$ cat src/rtl/qdiv_pkg.sv
package qdiv_pkg;
  typedef enum logic [1:0] {
    ST_IDLE  = 2'd0,
    ST_SETUP = 2'd1,
    ST_ITER  = 2'd2,
    ST_FIX   = 2'd3
  } qdiv_state_e;
endpackage

$ cat src/rtl/qdiv_prep.sv
module qdiv_prep #(
  parameter int WIDTH = 64
) (
  input  logic [WIDTH-1:0] num_i,
  input  logic [WIDTH-1:0] den_i,
  input  logic             sgn_i,
  output logic [WIDTH-1:0] mag_num_o,
  output logic [WIDTH-1:0] mag_den_o,
  output logic             negate_o,
  output logic             zero_den_o,
  output logic             ovf_o
);
  localparam logic [WIDTH-1:0] MOST_NEG = {1'b1, {(WIDTH-1){1'b0}}};
  localparam logic [WIDTH-1:0] ALL_ONES = {WIDTH{1'b1}};

  // Absolute value when the operand is read as signed, identity otherwise.
  function automatic logic [WIDTH-1:0] magnitude(input logic [WIDTH-1:0] v,
                                                 input logic s);
    return (s && v[WIDTH-1]) ? (~v + 1'b1) : v;
  endfunction

  assign mag_num_o  = magnitude(num_i, sgn_i);
  assign mag_den_o  = magnitude(den_i, sgn_i);
  assign negate_o   = sgn_i & (num_i[WIDTH-1] ^ den_i[WIDTH-1]);
  assign zero_den_o = (den_i == '0);
  assign ovf_o      = sgn_i && (num_i == MOST_NEG) && (den_i == ALL_ONES);
endmodule

$ cat src/rtl/qdiv_core.sv
module qdiv_core #(
  parameter int WIDTH = 64
) (
  input  logic             clk,
  input  logic             rst_n,
  input  logic             load_en,
  input  logic             step_en,
  input  logic [WIDTH-1:0] mag_num_i,
  input  logic [WIDTH-1:0] mag_den_i,
  output logic [WIDTH-1:0] quo_o
);
  logic [WIDTH-1:0] rem_q, quo_q, den_q;
  logic [2*WIDTH-1:0] nxt;

  // One restoring step: shift in the next dividend bit, subtract when it fits.
  function automatic logic [2*WIDTH-1:0] rs_step(input logic [WIDTH-1:0] r,
                                                 input logic [WIDTH-1:0] q,
                                                 input logic [WIDTH-1:0] d);
    logic [WIDTH:0] sh, diff;
    sh   = {r, q[WIDTH-1]};
    diff = sh - {1'b0, d};
    if (!diff[WIDTH]) return {diff[WIDTH-1:0], q[WIDTH-2:0], 1'b1};
    return {sh[WIDTH-1:0], q[WIDTH-2:0], 1'b0};
  endfunction

  assign nxt = rs_step(rem_q, quo_q, den_q);

  always_ff @(posedge clk) begin
    if (!rst_n) begin
      rem_q <= '0;
      quo_q <= '0;
      den_q <= '0;
    end else if (load_en) begin
      rem_q <= '0;
      quo_q <= mag_num_i;
      den_q <= mag_den_i;
    end else if (step_en) begin
      rem_q <= nxt[2*WIDTH-1:WIDTH];
      quo_q <= nxt[WIDTH-1:0];
    end
  end

  assign quo_o = quo_q;

  // partial remainder never reaches the divisor while iterating
  rem_bound_chk: assert property (@(posedge clk) disable iff (!rst_n)
    step_en |-> (rem_q < den_q));
endmodule

$ cat src/rtl/qdiv_ctrl.sv
module qdiv_ctrl
  import qdiv_pkg::*;
#(
  parameter int WIDTH = 64
) (
  input  logic clk,
  input  logic rst_n,
  input  logic start_i,
  input  logic special_i,
  output logic accept_o,
  output logic load_o,
  output logic step_o,
  output logic fix_o,
  output logic busy_o,
  output logic done_o
);
  localparam int CW = $clog2(WIDTH);
  localparam int LW = $clog2(WIDTH + 3);

  qdiv_state_e state_q;
  logic [CW-1:0] cnt_q;
  logic done_q;

  assign accept_o = start_i && (state_q == ST_IDLE);
  assign load_o   = (state_q == ST_SETUP);
  assign step_o   = (state_q == ST_ITER);
  assign fix_o    = (state_q == ST_FIX);
  assign busy_o   = (state_q != ST_IDLE);
  assign done_o   = done_q;

  always_ff @(posedge clk) begin
    if (!rst_n) begin
      state_q <= ST_IDLE;
      cnt_q   <= '0;
      done_q  <= 1'b0;
    end else begin
      done_q <= (state_q == ST_FIX);
      case (state_q)
        ST_IDLE:  if (start_i) state_q <= ST_SETUP;
        ST_SETUP: begin
          cnt_q   <= '0;
          state_q <= special_i ? ST_FIX : ST_ITER;
        end
        ST_ITER: begin
          cnt_q <= cnt_q + 1'b1;
          if (cnt_q == CW'(WIDTH - 1)) state_q <= ST_FIX;
        end
        default:  state_q <= ST_IDLE;
      endcase
    end
  end

  // Checker-side latency counter: busy cycles of the current operation.
  logic [LW-1:0] lat_q;
  always_ff @(posedge clk) begin
    if (!rst_n)        lat_q <= '0;
    else if (accept_o) lat_q <= '0;
    else if (busy_o)   lat_q <= lat_q + 1'b1;
  end


  latency_chk: assert property (@(posedge clk) disable iff (!rst_n)
    done_q |-> (lat_q == LW'(WIDTH + 2) || lat_q == LW'(2)));


  short_path_chk: assert property (@(posedge clk) disable iff (!rst_n)
    (load_o && special_i) |=> fix_o);


  done_pulse_chk: assert property (@(posedge clk) disable iff (!rst_n)
    done_q |=> !done_q);


  accept_busy_chk: assert property (@(posedge clk) disable iff (!rst_n)
    accept_o |=> busy_o);
endmodule

$ cat src/rtl/qdiv_unit.sv
module qdiv_unit #(
  parameter int WIDTH = 64
) (
  input  logic             clk,
  input  logic             rst_n,
  input  logic             start,
  input  logic [WIDTH-1:0] dividend,
  input  logic [WIDTH-1:0] divisor,
  input  logic             signed_mode,
  output logic             busy,
  output logic             done,
  output logic [WIDTH-1:0] quotient
);
  localparam logic [WIDTH-1:0] MOST_NEG = {1'b1, {(WIDTH-1){1'b0}}};
  localparam logic [WIDTH-1:0] ALL_ONES = {WIDTH{1'b1}};

  logic [WIDTH-1:0] opa_q, opb_q, quot_q;
  logic             sgn_q;
  logic [WIDTH-1:0] mag_num, mag_den, core_quo;
  logic             negate, zero_den, ovf_case, special;
  logic             accept, load_en, step_en, fix_en, busy_w, done_w;

  // Final quotient selection: defined values first, then sign fix-up.
  function automatic logic [WIDTH-1:0] finish_quo(input logic [WIDTH-1:0] q,
                                                  input logic neg,
                                                  input logic zd,
                                                  input logic ov);
    if (zd) return '0;
    if (ov) return MOST_NEG;
    return neg ? (~q + 1'b1) : q;
  endfunction

  qdiv_prep #(.WIDTH(WIDTH)) u_prep (
    .num_i      (opa_q),
    .den_i      (opb_q),
    .sgn_i      (sgn_q),
    .mag_num_o  (mag_num),
    .mag_den_o  (mag_den),
    .negate_o   (negate),
    .zero_den_o (zero_den),
    .ovf_o      (ovf_case)
  );

  assign special = zero_den | ovf_case;

  qdiv_ctrl #(.WIDTH(WIDTH)) u_ctrl (
    .clk       (clk),
    .rst_n     (rst_n),
    .start_i   (start),
    .special_i (special),
    .accept_o  (accept),
    .load_o    (load_en),
    .step_o    (step_en),
    .fix_o     (fix_en),
    .busy_o    (busy_w),
    .done_o    (done_w)
  );

  qdiv_core #(.WIDTH(WIDTH)) u_core (
    .clk       (clk),
    .rst_n     (rst_n),
    .load_en   (load_en),
    .step_en   (step_en),
    .mag_num_i (mag_num),
    .mag_den_i (mag_den),
    .quo_o     (core_quo)
  );

  always_ff @(posedge clk) begin
    if (!rst_n) begin
      opa_q  <= '0;
      opb_q  <= '0;
      sgn_q  <= 1'b0;
      quot_q <= '0;
    end else begin
      if (accept) begin
        opa_q <= dividend;
        opb_q <= divisor;
        sgn_q <= signed_mode;
      end
      if (fix_en) quot_q <= finish_quo(core_quo, negate, zero_den, ovf_case);
    end
  end

  assign busy     = busy_w;
  assign done     = done_w;
  assign quotient = quot_q;


  ignore_start_chk: assert property (@(posedge clk) disable iff (!rst_n)
    (busy_w && start) |=> ($stable(opa_q) && $stable(opb_q) && $stable(sgn_q)));


  hold_result_chk: assert property (@(posedge clk) disable iff (!rst_n)
    !done_w |-> $stable(quot_q));


  zero_div_chk: assert property (@(posedge clk) disable iff (!rst_n)
    (done_w && opb_q == '0) |-> (quot_q == '0));


  no_overflow_chk: assert property (@(posedge clk) disable iff (!rst_n)
    (done_w && sgn_q && opa_q == MOST_NEG && opb_q == ALL_ONES) |-> (quot_q == MOST_NEG));


  done_idle_chk: assert property (@(posedge clk) disable iff (!rst_n)
    done_w |-> !busy_w);
endmodule

$ cat config.mk
export PLATFORM = sky130hd
export DESIGN_NAME = qdiv_unit
export DESIGN_NICKNAME = d
export VERILOG_FILES = /design/src/rtl/qdiv_pkg.sv /design/src/rtl/qdiv_prep.sv /design/src/rtl/qdiv_core.sv /design/src/rtl/qdiv_ctrl.sv /design/src/rtl/qdiv_unit.sv
export SDC_FILE = /design/constraint.sdc
export NUM_CORES = 1
export LEC_CHECK = 0
export BUFFER_PORTS_ARGS = -buffer_cell sky130_fd_sc_hd__buf_2
export CAP_MARGIN = 20
export CORE_MARGIN = 10
export CORE_UTILIZATION = 47
export DETAILED_ROUTE_END_ITERATION = 7
export PLACE_DENSITY_LB_ADDON = 0.2
export REMOVE_ABC_BUFFERS = 1
export SLEW_MARGIN = 20
export SYNTH_ARGS = -nofsm -noshare
export SYNTH_HDL_FRONTEND = slang
export SYNTH_SLANG_ARGS = --single-unit
$ cat constraint.sdc
create_clock -name clk -period 4.5 [get_ports clk]
set_input_delay 1.125 -clock clk [delete_from_list [all_inputs] [get_ports clk]]
set_output_delay 1.125 -clock clk [all_outputs]
set_load 0.02 [all_outputs]
Yosys cells after proc, flatten, opt, wreduce, memory -nomap -nowiden

Cells that the tools add are included.

Flip-flop bits (word level): 394
Input bits: 132
Output and inout port bits: 66
Word-level logic and storage cells: 63

$add $sub $neg: 5
Equality and inequality tests: 8
Multiplexer cells: 22
Bitwise logic cells: 7
Reductions and logical operators: 11

Operators by type and width:

| kind                                           | count |
|---|---|
| two-way mux 64 bit                             | 9 |
| adder 64 x 1 -> 64 bit (second input constant) | 3 |
| NOT 64 bit                                     | 3 |
| == test 64 bit (second input constant)         | 2 |
| two-way mux 128 bit                            | 1 |
| subtractor 65 x 64 -> 65 bit                   | 1 |
| logical NOT 64 bit                             | 1 |
| one-hot mux 6 bit (2 select lines)             | 1 |
| two-way mux 1 bit                              | 8 |
| adder 6 x 1 -> 6 bit (second input constant)   | 1 |
| == test 6 bit (second input constant)          | 1 |
| one-hot mux 2 bit (3 select lines)             | 1 |
| logical AND 1 bit                              | 5 |
| == test 2 bit (second input constant)          | 2 |
| two-way mux 2 bit                              | 2 |
| nonzero test 2 bit                             | 2 |
| == test 2 x 1 -> 1 bit (second input constant) | 1 |
| logical NOT 2 bit                              | 1 |
| != test 2 x 1 -> 1 bit (second input constant) | 1 |
| != test 2 bit (second input constant)          | 1 |
| AND reduction 2 bit                            | 1 |
| OR reduction 2 bit                             | 1 |
| bitwise AND 1 bit                              | 1 |
| NOT 1 bit                                      | 1 |
| other kinds (2)                                | 2 |

Longest topological paths before layout

Gate-level depths: netlist of run 1.

Word-level depth: 9
Depth in mapped cells: 15
Gate-level depth less buffers: 14

Modules after synthesis

A second synthesis of run 1 with hierarchy kept.

Cells, all modules: 3044
Area, all modules: 25146.6 µm²

Modules (own cells, without submodules):

| module    | times used | cells an instance | area an instance (µm²) | seq. area each (µm²) |
|---|---|---|---|---|
| qdiv_core | 1          | 1612              | 13193.9                | 3843.7 |
| qdiv_unit | 1          | 858               | 8044.0                 | 3863.7 |
| qdiv_prep | 1          | 510               | 3340.7                 | 0.0 |
| qdiv_ctrl | 1          | 64                | 568.0                  | 180.2 |

Least setup slack after synthesis of run 1

Ideal clock, no wire load.

Path kind: reg2reg
From: register u_core.quo_q[63], in the netlist u_core.quo_o[63]
To: register u_core.rem_q[16]
Setup time: 0.091 ns
Data arrival time: 3.272 ns
Required time: 4.409 ns
Path slack: 1.137 ns
Stages on the path, launching flop included: 15
Path buffers: 2
Period minus slack after synthesis: 3.363 ns
Path through: dfxtp_1 inv_1 ha_1 fa_1 nand2b_1 a21oi_1 o21ai_1 o311a_1 o311a_1 or3_1 nand3_1 buf_2 buf_2 nand2_1 a311oi_1

Cells in the longest elaborated chain, start to end: 2

Ends and longest elaborated chain:

| what                         | line            | source |
|---|---|---|
| start: declaration           | qdiv_core.sv:12 | `logic [WIDTH-1:0] rem_q, quo_q, den_q;` |
| start signal: assignment     | qdiv_core.sv:35 | `quo_q <= mag_num_i;` |
| start signal: assignment     | qdiv_core.sv:39 | `quo_q <= nxt[WIDTH-1:0];` |
| subtractor 65 x 64 -> 65 bit | qdiv_core.sv:21 | `diff = sh - {1'b0, d};` |
| two-way mux 128 bit          | qdiv_core.sv:23 | `return {sh[WIDTH-1:0], q[WIDTH-2:0], 1'b0};` |
| end signal: assignment       | qdiv_core.sv:38 | `rem_q <= nxt[2*WIDTH-1:WIDTH];` |
| end: declaration             | qdiv_core.sv:12 |  |

Every way passes these cells.
A chain may end at the register's enable or synchronous reset.

Final worst setup path of run 1

From: register u_core.quo_q[63], in the netlist u_core.quo_o[63]
To: register u_core.rem_q[45]

Same word-level chain as after synthesis.

==> impl_results.md, run 1 <==
- Final #Nets: about 3300
- Post-DP HPWL: ~52 mm
- CTS Hold Bufs: 0
- Synth cell count leaders: 495 x nand2_1, 394 x dfxtp_1, 241 x a21oi_1
- Largest net degree at the start of global routing: 85
- Crit-path max cell delay: roughly 0.6 ns
- Simple logic cell fraction of the synthesized area: between 20 and 25%
- Distinct cells, synth: a little under 90
- # IOs: between 150 and 200
- Final period util: a little under 90%
- Largest vdd supply drop: a little under 500 uV
- Critical path class: reg2reg
- Critical path peak fanout: 11
- Synth Area in Compound Gates: 24.9%
- Reg power frac: ~25%
- Initial antenna violation count: 1
- Main combinational cell family by area after synthesis: compound AO/OA/AOI/OAI gates
- Stages on the worst setup path: 13
- Net Switching: just under 10000 uW
- Most used cell, CP: o311a_1
- Relative slew slack: between 30% and 40%
- Post-DP Area: around 25000 um2
- Setup bufs post-CTS: 0
- F_max: 255 MHz
- All-Layer GR Usage: roughly 23%
- Iter 0 DRT Violations: ~1300
- Critical Path Sink Type: flip-flop
- Worst-Margin Slew: ~1.0 ns
- Slew Limit Fails: 0
- Synth Instances: 3054
- Logic pwr share: a little under three fifths
- Critical path launch point type: flip-flop
- Final Skew: 0.0136 ns
- Die H: around 240 um
- Final core utilization: 53.7%
- DR vias/cell: around 5.7
- Grt ovf: 0
- First-pass GRT wire length: about 110 mm
- Req. time, crit path: between 4 and 5 ns
- H-Tree Depth: 2
- CP bufs+invs: 2
- Die area: roughly 60000 um2
- RSZ-0062 raised after global routing: no
- Net Sw Frac: 47.5%
- Core area: about 49000 um2
- Cell family with most CP delay: compound AO/OA/AOI/OAI gates
- # DRC: 0
- CTS tree: yes
- Total power divided by cell area: a little under 800 nW/um2
- Share of post-route cells with drive strength above 1: 12.1%
- Clk slew on worst S/H paths: around 0.060 ns
- CTS Buf Count: between 40 and 50
- Adder-Cell Fraction of Synth Area: about 4.0%
- Post-route minimum period: approximately 3.9 ns
- Synthesis-to-layout area growth: 12.6%
- HP Class: reg2reg
- Cell Area, Synth: roughly 23000 um2
- Crit-path cells: inv_1 > ha_1 > fa_1 > nand2b_1 > a21oi_1 > o21ai_1 > o311a_1 > o311a_1 > o2111ai_1 > and3_1 > buf_4 > mux2i_1 > a211oi_1
- # resized after CTS: 0
- Area leader, netlist: dfxtp_1
- Top-area cell type share of the netlist area: approximately a third
- Reg area: 7890 um2
- Post-Route WL: 70.4 mm
- Die Wd: approximately 240 um
- Final non-filler cell area: approximately 26000 um2
- Fill count: about 4800
- Seq/Total Area, Yosys: about 34%
- Clock Sinks: around 400
- Async set-reset flop share out of synthesis: 0%
- CP arrival: between 4 and 5 ns
- Final Setup Violations: 0
- Syn. warnings: 0
- Area of the multi-input gates: 14300 um2
- R2R depth: 13
- Row cnt: 81
- # Max-Cap Violations: 0
- 1st-pass router iterations: 5
- RePlAce Congestion: 0.925
- Dominant synthesized flop cell: dfxtp_1
- CTS root buf: clkbuf_16
- DRT antenna net count: 0
- Yosys reg bits: about 390
- Status: complete, no violations
- Vias in the first global route: ~21000
- Largest cells by area after synthesis: dfxtp_1 34%, nand2_1 7.9%, a21oi_1 5.2%
- Post-Synth XOR/XNOR Area: between 8 and 9%
- Mean Syn Cell Area: 7.67 um2
- Clock Latency Late Sink: around 0.60 ns
- Clk pwr share: 18.9%
- Mux cell area share after synthesis: between 1 and 1.5%
- Internal power: about 11000 uW
- N_diodes: 0
- Hold Path Depth: 2
- Cell with the most instances after synthesis: nand2_1
- Post-synth EDFFs: 0
- Port Buffer Count: 197
- Worst path slowest cell: and3_1
- Routed WL per cell: 18.4 um
- Vias: between 20000 and 25000
- CTS Buffer Depth: 3
- Fin. Hold Viols: 0
- Leak Pwr: 0.0104 uW
- Initial Utilization: between 40% and 50%
[power by group through the flow]
stage / registers [uW] / logic [uW] / clock network [uW]
floorplan: 4950 / 8360 / 0
global placement: 5140 / 11400 / 0
detailed placement: 5180 / 11500 / 0
CTS: 5110 / 11600 / 4000
global route: 5240 / 13000 / 4150
finish: 5130 / 11700 / 3910
[state kept, by name (all words and copies together) (netlist names)]
signal / flops
opa_q: 64
opb_q: 64
quotient: 64
sgn_q: 1
u_core.den_q: 64
u_core.quo_o: 64
u_core.rem_q: 64
u_ctrl.cnt_q: 6
u_ctrl.done_o: 1
u_ctrl.state_q: 2
[path summary, 6_finish.rpt]
path / to / from / slack, ns
worst max-delay path: u_core.rem_q[45] / u_core.quo_o[63] / 0.58
worst min-delay path: quotient[5] / quotient[5] / 0.44
worst max register to register: u_core.rem_q[45] / u_core.quo_o[63] / 0.58
worst min register to register: quotient[5] / quotient[5] / 0.44
[metal layers]
metal  vias to the layer above  GRT usage, %  part of all wire [%]
li1                      10800             -                     -
met1                     10300          29.1                    44
met2                       591          38.9                    47
met3                       122          3.62                   5.7
met4                         2          7.63                   3.0
met5                         -             0                 0.018
[kinds of logic (layout without fill, tap and decap cells)]
kind of cell / count (synthesis) / after routing
buf+inv: 316 / 427
xor+xnor: 230 / 230
compound gates: 898 / 898
flops: 394 / 394
simple gates: 1109 / 1109
mux: 33 / 33
fa+ha+maj: 74 / 74
[worst reg2reg max path: cells and delay by family (launching register included)]
family | cells | cell delay [ns]
AO/OA/AOI/OAI | 6 | 1.45
adder cells (fa/ha/maj) | 2 | 0.64
buffers and inverters | 2 | 0.35
flip-flops | 1 | 0.35
multiplexers | 1 | 0.20
AND/OR/NAND/NOR | 2 | 0.79
[placed cells by master (no fill, tap or decap), types with 33 or more instances in the layout]
cell | netlist | final
a211oi_1 | 60 | 60
a21boi_0 | 141 | 141
a21oi_1 | 241 | 241
buf_2 | 13 | 196
buf_4 | 0 | 36
clkbuf_16 | 0 | 47
dfxtp_1 | 394 | 394
ha_1 | 73 | 71
inv_1 | 102 | 101
mux2i_1 | 33 | 33
nand2_1 | 495 | 494
nand3_1 | 47 | 46
nand4_1 | 41 | 41
nor2_1 | 238 | 238
nor2b_1 | 50 | 49
nor3_1 | 62 | 62
o211a_1 | 38 | 38
o21ai_0 | 132 | 132
o21ai_1 | 63 | 63
xnor2_1 | 121 | 121
xor2_1 | 109 | 109
[layout make-up]
type / instances / area share [%]
clock buffer: 68 / 5.10
clock inverter: 20 / 0.921
inverter: 103 / 1.47
multi-input combinational: 2344 / 54.4
sequential: 394 / 29.9
tap: 664 / 3.15
timing repair buffer: 236 / 5.02
[stage by stage]
step | TNS, ns | power [uW] | instances | setup WS, ns | hold slack, ns
4_1_cts | 0 | 20700 | 3829 | 0.581 | 0.445
5_1_grt | 0 | 22300 | 3829 | 0.324 | 0.458
3_3_place_gp | 0 | 16500 | 3741 | 0.693 | 0.432
6_report | 0 | 20700 | 3829 | 0.578 | 0.440
3_5_place_dp | 0 | 16700 | 3741 | 0.573 | 0.437
2_1_floorplan | -97.98 | 13300 | 2841 | -1.31 | 0.441
No activity file was read; power rests on OpenSTA's default activity.
==> run 2: changes to the inputs <==
==> constraint.sdc (replaced) <==
create_clock -name clk -period 4.5 [get_ports clk]
set_input_delay 0.9 -clock clk [delete_from_list [all_inputs] [get_ports clk]]
set_output_delay 0.9 -clock clk [all_outputs]
set_load 0.02 [all_outputs]
==> run 2 against run 1 <==
Compared with the run above: non-clock buffer count unchanged; clock skew up 0.014 ns; total power up 0.68%; global-route usage barely moved; routed wire length grew 0.52%; clock power grew 3%; cell count fell by 0.13%; first-iteration DRC count up 21%; fmax is 1.4% lower; register-to-register slack worse by 0.06 ns; critical path depth is the same; design area is 0.25% higher; critical endpoint is now u_core.rem_q[28]; largest cell class unchanged; largest power group unchanged.
==> impl_results.md, run 2 (synthesis gave the netlist of run 1 again) <==
- CTS Buffer Depth: 3 (unchanged)
- Post-Route WL: 70.8 mm (+0.52%)
- Fin. Hold Viols: 0 (unchanged)
- Row cnt: 81 (unchanged)
- CTS Hold Bufs: 0 (unchanged)
- Setup bufs post-CTS: 0 (unchanged)
- Logic pwr share: 56.0% (-0.4 points)
- Fill count: 4723 (-1.5%)
- F_max: 251 MHz (-1.4%)
- Vias in the first global route: 21300 (+1.4%)
- Final Setup Violations: 0 (unchanged)
- CTS root buf: clkbuf_16
- Reg power frac: 24.6% (-0.2 points)
- Final Skew: 0.0280 ns (+0.0145 ns)
- Reg area: 7890 um2 (unchanged)
- # resized after CTS: 0 (unchanged)
- Reg2Reg Launch Point: u_core.quo_o[63]
- Iter 0 DRT Violations: 1607 (+21%)
- RePlAce Congestion: 0.940 (+1.5%)
- Final #Nets: 3331 (-0.030%)
- Pre-CTS setup slack: 0.585 ns (+0.0126 ns)
- # IOs: 198 (unchanged)
- Critical path peak fanout: 10 (-1)
- HP Class: reg2reg
- Final period util: 88.4% (+1.3 points)
- Crit-path cells: inv_1 > ha_1 > fa_1 > nand2b_1 > a21oi_1 > o21ai_1 > o311a_1 > o311a_1 > o2111ai_1 > and3_1 > buf_4 > mux2i_1 > a211oi_1
- CP bufs+invs: 2 (unchanged)
- CP arrival: 4.40 ns (+0.02 ns)
- Die H: 243 um (unchanged)
- # DRC: 0 (unchanged)
- DRT antenna net count: 0 (unchanged)
- Share of post-route cells with drive strength above 1: 12.2% (+0.055 points)
- Initial Utilization: 47.7% (unchanged)
- Clock Latency Late Sink: 0.61 ns (about the same)
- Synthesis-to-layout area growth: 12.9%
- Most used cell, CP: o311a_1
- Slew Limit Fails: 0 (unchanged)
- H-Tree Depth: 2 (unchanged)
- Total power divided by cell area: 789 nW/um2 (+0.43%)
- Post-route minimum period: 3.98 ns (+0.0567 ns)
- Leak Pwr: 0.0105 uW (+0.27%)
- Critical Path Sink Type: flip-flop
- # Max-Cap Violations: 0 (unchanged)
- Worst-Margin Slew: 1.13 ns (+0.0942 ns)
- Post-DP HPWL: 52.0 mm (+0.14%)
- Relative slew slack: 24.4% (-6.1 points)
- Req. time, crit path: 4.92 ns (-0.03 ns)
- Crit-path max cell delay: 0.48 ns (-0.12 ns)
- Fin Hold WS: 0.445 ns (+0.00495 ns)
- Clk pwr share: 19.4% (+0.5 points)
- Core area: 49100 um2 (unchanged)
- Largest vdd supply drop: 424 uV (-12%)
- Die area: 59100 um2 (unchanged)
- Internal power: 11000 uW (+1.1%)
- Most frequent cells in the layout: 494 x nand2_1, 394 x dfxtp_1, 241 x a21oi_1
- First-pass GRT wire length: 114 mm (+0.72%)
- Grt ovf: 0 (unchanged)
- Die Wd: 243 um (unchanged)
- Final WS setup: 0.521 ns (-0.0567 ns)
- Largest net degree at the start of global routing: 136 (+60%)
- Clock Sinks: 394 (unchanged)
- Cell family with most CP delay: compound AO/OA/AOI/OAI gates
- Vias: 22000 (+0.35%)
- Clk slew on worst S/H paths: 0.06 ns (about the same)
- Total power: 20800 uW (+0.68%)
- All-Layer GR Usage: 23.0% (+0.049 points)
- Net Switching: 9850 uW (+0.23%)
- Port Buffer Count: 197 (unchanged)
- Status: complete, no violations
- CP startpoint: u_core.quo_o[63]
- Routed WL per cell: 18.5 um (+0.65%)
- Hold_sp: quotient[10]
- Commonest non-fill, non-tap cell in the layout: nand2_1
- DR vias/cell: 5.74 (+0.48%)
- Critical path class: reg2reg
- RSZ-0062 raised after global routing: no
- CTS tree: yes
- 1st-pass router iterations: 5 (unchanged)
- Worst path slowest cell: and3_1
- Area of the multi-input gates: 14300 um2 (unchanged)
- CTS Buf Count: 46 (-2.1%)
- Initial antenna violation count: 1 (unchanged)
- Critical path launch point type: flip-flop
- Net Sw Frac: 47.3% (-0.21 points)
==> run 2: changes by cell type in the layout (fill, tap and decap cells not counted), sizes merged <==
cell and change:
clkinv +2, clkbuf -9, bufinv +3, inv -1, clkinvlp -1, diode +1
==> run 2: power groups by stage <==
stage               combinational [uW]  clock [uW]  sequential, uW
floorplan                         8360           0            4950
global placement                 11400           0            5140
detailed placement               11500           0            5180
CTS                              11600        4100            5110
global route                     13000        4250            5240
finish                           11700        4040            5140
==> run 2: worst paths after layout <==
path | slack (ns) | cells after the start | end
worst max-delay path | 0.52 | 13 | u_core.rem_q[28]
worst min-delay path | 0.44 | 2 | quotient[10]
worst max register to register | 0.52 | 13 | u_core.rem_q[28]
worst min register to register | 0.44 | 2 | quotient[10]
==> run 2: through the flow <==
step / utilization [%] / area (um2) / cells / setup TNS [ns]
global route: 53.9 / 26400 / 3823 / 0
detailed placement: 50.5 / 24800 / 3740 / 0
CTS: 53.8 / 26400 / 3822 / 0
global placement: 50.5 / 24800 / 3740 / 0
finish: 53.9 / 26400 / 3824 / 0
floorplan: - / 22600 / 2841 / -97.98
==> run 2: area by class of cell <==
type / instances / area share, %
Clock buffer: 59 / 4.84
Multi-Input combinational cell: 2344 / 54.3
Antenna cell: 1 / 0.00947
Timing Repair Buffer: 236 / 5.08
Tap cell: 664 / 3.14
Inverter: 103 / 1.46
Sequential cell: 394 / 29.8
Clock inverter: 23 / 1.33
==> run 2: worst register-to-register path, delay by kind of cell, from the launching register on <==
kind / cells / cell delay (ns)
buffers and inverters: 2 / 0.38
adder cells (fa/ha/maj): 2 / 0.64
multiplexers: 1 / 0.21
flip-flops: 1 / 0.35
AO/OA/AOI/OAI: 6 / 1.54
AND/OR/NAND/NOR: 2 / 0.68
==> run 2: routing by layer <==
layer	vias up	GRT usage [%]	share of wire, %
met5	-	0	0.018
met4	2	8.07	3.0
met3	120	3.83	5.8
met2	637	39.3	48
met1	10400	28.6	44
li1	10800	-	-
